`src/rtl/chop_seq_pkg.sv`:
```
package chop_seq_pkg;

  // Mode codes; the two automatic encodings are deliberately equivalent.
  typedef enum logic [1:0] {
    MODE_AUTO_LO = 2'b00,
    MODE_POS     = 2'b01,
    MODE_REV     = 2'b10,
    MODE_AUTO_HI = 2'b11
  } chopMode_e;

  // Strobes from control to datapath, valid for one clock.
  typedef struct packed {
    logic flip;       // invert polarity at this boundary
    logic forcePos;   // drive polarity low at this boundary
    logic forceRev;   // drive polarity high at this boundary
    logic tally;      // count the cycle that is completing
    logic closeIntv;  // run balance test and restart counts
  } chopStrobe_t;

  localparam int unsigned POL_NUM = 2;  // positive, reversed

  function automatic logic isAutoMode(chopMode_e m);
    return (m == MODE_AUTO_LO) || (m == MODE_AUTO_HI);
  endfunction

endpackage

```
`src/rtl/chop_seq_ctrl.sv`:
```
module chop_seq_ctrl
  import chop_seq_pkg::*;
(
  input  logic        clk,
  input  logic        rstN,
  input  logic        modeWrEn,
  input  logic [1:0]  modeWrData,
  input  logic        cycleEnd,
  input  logic        intervalEnd,
  output chopStrobe_t strobe,
  output chopMode_e   modeNext
);

  chopMode_e pendMode;

  // Latest written code, including a write on this very clock.
  always_comb begin
    if (modeWrEn) modeNext = chopMode_e'(modeWrData);
    else          modeNext = pendMode;
  end

  always_ff @(posedge clk) begin
    if (!rstN) pendMode <= MODE_AUTO_LO;
    else       pendMode <= modeNext;
  end

  // Decode only at cycle boundaries, so polarity never moves mid-cycle.
  always_comb begin
    strobe           = '0;
    strobe.tally     = cycleEnd;
    strobe.closeIntv = intervalEnd;
    if (cycleEnd) begin
      strobe.flip     = isAutoMode(modeNext);
      strobe.forcePos = (modeNext == MODE_POS);
      strobe.forceRev = (modeNext == MODE_REV);
    end
  end

endmodule

```
`src/rtl/chop_seq_dp.sv`:
```
module chop_seq_dp
  import chop_seq_pkg::*;
#(
  parameter int unsigned CNT_W = 12
) (
  input  logic        clk,
  input  logic        rstN,
  input  chopStrobe_t strobe,
  output logic        chopOut,
  output logic        imbalance
);

  localparam logic [CNT_W-1:0] CNT_MAX = {CNT_W{1'b1}};

  logic                  chopQ;
  logic                  imbQ;
  logic [CNT_W-1:0]      cntQ   [POL_NUM];
  logic [CNT_W-1:0]      cntSum [POL_NUM];
  logic [POL_NUM-1:0]    polHit;

  // Index 0 counts positive cycles, index 1 reversed cycles.
  assign polHit[0] = strobe.tally & ~chopQ;
  assign polHit[1] = strobe.tally &  chopQ;

  for (genvar g = 0; g < POL_NUM; g++) begin : gPolCnt
    // Saturating add keeps a runaway interval from aliasing to balanced.
    always_comb begin
      if (polHit[g] && (cntQ[g] != CNT_MAX)) cntSum[g] = cntQ[g] + CNT_W'(1);
      else                                   cntSum[g] = cntQ[g];
    end

    always_ff @(posedge clk) begin
      if (!rstN)                 cntQ[g] <= '0;
      else if (strobe.closeIntv) cntQ[g] <= '0;
      else                       cntQ[g] <= cntSum[g];
    end
  end

  always_ff @(posedge clk) begin
    if (!rstN)                chopQ <= 1'b0;
    else if (strobe.flip)     chopQ <= ~chopQ;
    else if (strobe.forcePos) chopQ <= 1'b0;
    else if (strobe.forceRev) chopQ <= 1'b1;
  end

  // Test uses post-tally sums, so a coincident boundary lands in this interval.
  always_ff @(posedge clk) begin
    if (!rstN) imbQ <= 1'b0;
    else       imbQ <= strobe.closeIntv && (cntSum[0] != cntSum[1]);
  end

  assign chopOut   = chopQ;
  assign imbalance = imbQ;

endmodule

```
`src/rtl/chop_seq_top.sv`:
```
module chop_seq_top
  import chop_seq_pkg::*;
#(
  parameter int unsigned CNT_W = 12
) (
  input  logic       clk,
  input  logic       rstN,
  input  logic       modeWrEn,
  input  logic [1:0] modeWrData,
  input  logic       cycleEnd,
  input  logic       intervalEnd,
  output logic       chopOut,
  output logic       imbalance
);

  chopStrobe_t strobe;
  chopMode_e   modeNextE;
  logic [1:0]  modeNextW;

  assign modeNextW = modeNextE;

  chop_seq_ctrl u_ctrl (
    .clk         (clk),
    .rstN        (rstN),
    .modeWrEn    (modeWrEn),
    .modeWrData  (modeWrData),
    .cycleEnd    (cycleEnd),
    .intervalEnd (intervalEnd),
    .strobe      (strobe),
    .modeNext    (modeNextE)
  );

  chop_seq_dp #(.CNT_W(CNT_W)) u_dp (
    .clk       (clk),
    .rstN      (rstN),
    .strobe    (strobe),
    .chopOut   (chopOut),
    .imbalance (imbalance)
  );

endmodule

```
`config.mk`:
```
export PLATFORM = sky130hd
export DESIGN_NAME = chop_seq_top
export DESIGN_NICKNAME = d
export VERILOG_FILES = /design/src/rtl/chop_seq_pkg.sv /design/src/rtl/chop_seq_ctrl.sv /design/src/rtl/chop_seq_dp.sv /design/src/rtl/chop_seq_top.sv
export SDC_FILE = /design/constraint.sdc
export NUM_CORES = 1
export LEC_CHECK = 0
export ABC_AREA = 1
export BUFFER_PORTS_ARGS = -buffer_cell sky130_fd_sc_hd__buf_2
export CORE_MARGIN = 2
export CORE_UTILIZATION = 58
export CTS_BUF_LIST = sky130_fd_sc_hd__clkbuf_16
export CTS_CLUSTER_SIZE = 16
export DETAILED_ROUTE_END_ITERATION = 8
export GPL_ROUTABILITY_DRIVEN = 0
export GPL_TIMING_DRIVEN = 0
export PLACE_DENSITY = 0.75
export SETUP_SLACK_MARGIN = 0.3
export SLEW_MARGIN = 20
export SYNTH_ARGS = -nofsm -noshare
export SYNTH_HDL_FRONTEND = slang
export SYNTH_SLANG_ARGS = --single-unit
```
`constraint.sdc`:
```
create_clock -name clk -period 2.1 [get_ports clk]
set_input_delay 0.315 -clock clk [delete_from_list [all_inputs] [get_ports clk]]
set_output_delay 0.315 -clock clk [all_outputs]
set_load 0.005 [all_outputs]
```
==> impl_metrics.env <==
export IMPL_power_density_nw_per_um2=493
export IMPL_met1_usage_pct=33.7
export IMPL_crit_path_cell_trace="buf_4 > nand3_2 > nor2_2 > nand2_1 > nor2_2 > nand2_1 > nand2_1 > nand2_1 > nand2_1 > nand2_1 > nor2_1 > nand2_1 > nor2_2 > nor2_1"
export IMPL_fmax_ghz=0.515
export IMPL_min_period_over_period_pct=92.5
export IMPL_hp_start="intervalEnd"
export IMPL_synth_xor_area_share_pct=0.369
export IMPL_regArea_um2=801
export IMPL_clockBufferDepth=2
export IMPL_tightest_slew_ps=570
export IMPL_drt_iter0_markers=174
export IMPL_crit_slowest_cell="edfxtp_1"
export IMPL_layout_commonest_cell="nand2_1"
export IMPL_ys_types=27
export IMPL_grtUsageTotal_pct=25.1
export IMPL_setup_violations=0
export IMPL_drive_gt1_share_pct=14.3
export IMPL_slew_headroom_pct=62.0
export IMPL_synth_seq_cells=28
export IMPL_place_detailed_hpwl_um=4050
export IMPL_path_class="flop to flop"
export IMPL_grt_use_met3_pct=4.44
export IMPL_row_count=23
export IMPL_synthAdderAreaFrac_pct=2.11
export IMPL_hold_class="primary input to flop"
export IMPL_die_area_um2=4620
export IMPL_ant_nets=0
export IMPL_final_cell_mix="nand2_1 (156), inv_1 (45), nor2_1 (42)"
export IMPL_end_kind="flop"
export IMPL_synth_area_per_cell_um2=6.33
export IMPL_overflow=0
export IMPL_dieWidth_um=68.0
export IMPL_required_ps=2270
export IMPL_clkTransAtPathRegs_ps=70
export IMPL_core_area_um2=3970
export IMPL_dr_pass1_iters=5
export IMPL_rsz0062_at_grt="yes"
export IMPL_max_stage_delay_ps=420
export IMPL_seq_area_frac_synth_pct=33.7
export IMPL_start_util_pct=59.8
export IMPL_insertion_delay_ps=260
export IMPL_area_delta_synth_final_pct=16.4
export IMPL_startpoint_type="flop"
export IMPL_finalNetCount=431
export IMPL_cts_tree="done"
export IMPL_instances_no_fill=469
export IMPL_placedCellCount=456
export IMPL_grt_pass1_wl_um=8710
export IMPL_final_core_util_pct=69.6
export IMPL_critPathMostFrequentCell="nand2_1"
export IMPL_grt_max_degree=16
export IMPL_synth_top_family_by_area="simple AND/OR/NAND/NOR gates"
export IMPL_die_height_um=68.0
export IMPL_grt_pass1_vias=1991
export IMPL_muxShareOfSynthArea_pct=0
export IMPL_yosys_warnings=0
export IMPL_synth_simple_area_share_pct=51.9
export IMPL_wl_um=5440
export IMPL_regToRegStartpoint="u_dp.cntQ[0][0]$_SDFFCE_PN0P_"
export IMPL_power_mw=1.36
export IMPL_max_cap_viol_count=0
export IMPL_crit_arrival_ps=2110
export IMPL_n_antenna_cell=0
export IMPL_multi_input_area_um2=1460
export IMPL_numPortBuffers=8
export IMPL_wire_per_inst_um=11.6
export IMPL_avgViaCountPerCell=5.04
export IMPL_numCtsBuffers=3
export IMPL_synth_area_um2=2370
export IMPL_ir_drop_mv=0.349
export IMPL_antenna_found_initial=0
export IMPL_hold_violations=0
export IMPL_post_route_min_period_ps=1940
export IMPL_hold_buffers=0
export IMPL_grt_busiest_layer="met2"
export IMPL_synth_cells=375
export IMPL_status="completed"
export IMPL_root_buffer="clkbuf_16"
export IMPL_drc_errors=0
export IMPL_io_pins=9
export IMPL_fin_setup_tns_ps=0
export IMPL_htree_num_levels=1
export IMPL_use_met2_pct=41.5
export IMPL_crit_start="u_dp.cntQ[0][0]$_SDFFCE_PN0P_"
export IMPL_synth_compound_area_share_pct=1.26
export IMPL_clock_sinks=28
export IMPL_fill_cells=354
export IMPL_crit_path_max_fanout=4
export IMPL_finalMaxSlewViolations=0
export IMPL_skew_ps=4.30
export IMPL_num_vias=2364
export IMPL_p_leak_nw=1.37
-- per-layer routing --
layer | part of all wire [%] | up-vias
met4 | 1.0 | 0
li1 | - | 1236
met1 | 44 | 1033
met5 | 0 | -
met3 | 7.2 | 6
met2 | 48 | 89
-- repair_timing --
| action | 4_1_cts | 5_1_grt |
|---|---|---|
| endpoints found under the setup margin | 5 | 4 |
| cloned | 0 | 0 |
| pin swaps | 0 | 2 |
| gates resized for setup | 6 | 11 |
| setup buffers | 7 | 2 |
-- registers in the layout (all words and copies together) (netlist names) --
| register | cells |
|---|---|
| u_ctrl.pendMode | 2 |
| u_dp.chopOut | 1 |
| u_dp.imbalance | 1 |
| u_dp.cntQ | 24 |
-- kinds of logic after synthesis --
group	Yosys count
compound gates	6
flops	28
xor+xnor	1
simple gates	275
fa+ha+maj	4
other cells	1
buf+inv	60
-- power by group --
part	internal [mW]	total [mW]	switching, mW
Clock	0.256	0.441	0.186
Sequential	0.639	0.671	0.0323
Combinational	0.0878	0.251	0.164
Total	0.982	1.36	0.382
-- per-stage QoR --
step / setup slack, ps / hold WS, ps / instance area [µm²]
after floorplan: 308 / 434 / 2460
after global placement: -19.2 / 545 / 2560
after detailed placement: -36.3 / 553 / 2560
after CTS: 154 / 275 / 2710
after global routing: -70.7 / 296 / 2760
final: 158 / 274 / 2760
-- final cells by class --
cell class,count,area share [%]
multi-input cells,310,52.8
clock inverters,1,0.136
repair buffers,17,3.89
well taps,50,2.26
clock buffers,3,2.72
flip-flops and latches,28,29.0
plain buffers,7,2.04
inverters,53,7.20
-- synth_stat cells, drive strengths merged --
cell / n / share of area, %
nand2: 166 / 27
nor2: 53 / 9.6
inv: 48 / 7.6
nand3: 39 / 10
edfxtp: 24 / 30
nand4: 10 / 2.6
clkinv: 5 / 0.79
buf: 4 / 1.6
dfxtp: 4 / 3.4
ha: 4 / 2.1
o21ai: 4 / 0.84
clkbuf: 3 / 0.47
nand3b: 3 / 0.95
nor3: 3 / 1.3
a21oi: 2 / 0.42
conb: 1 / 0.16
or2: 1 / 0.26
xnor2: 1 / 0.37
-- worst paths after layout --
path	slack, ps	endpoint	depth (start not counted)
worst min register to register	570	u_ctrl.pendMode[1]$_SDFF_PN0_	2
worst min-delay path	270	u_dp.imbalance$_SDFF_PN0_	3
worst max register to register	160	u_dp.imbalance$_SDFF_PN0_	14
worst max-delay path	160	u_dp.imbalance$_SDFF_PN0_	14
-- critical path, delay by kind of cell (launching register included) --
family / cells / cell delay, ps
simple gates: 13 / 1240
flops: 1 / 420
buf+inv: 1 / 160
Power figures use the tool's default switching activity.
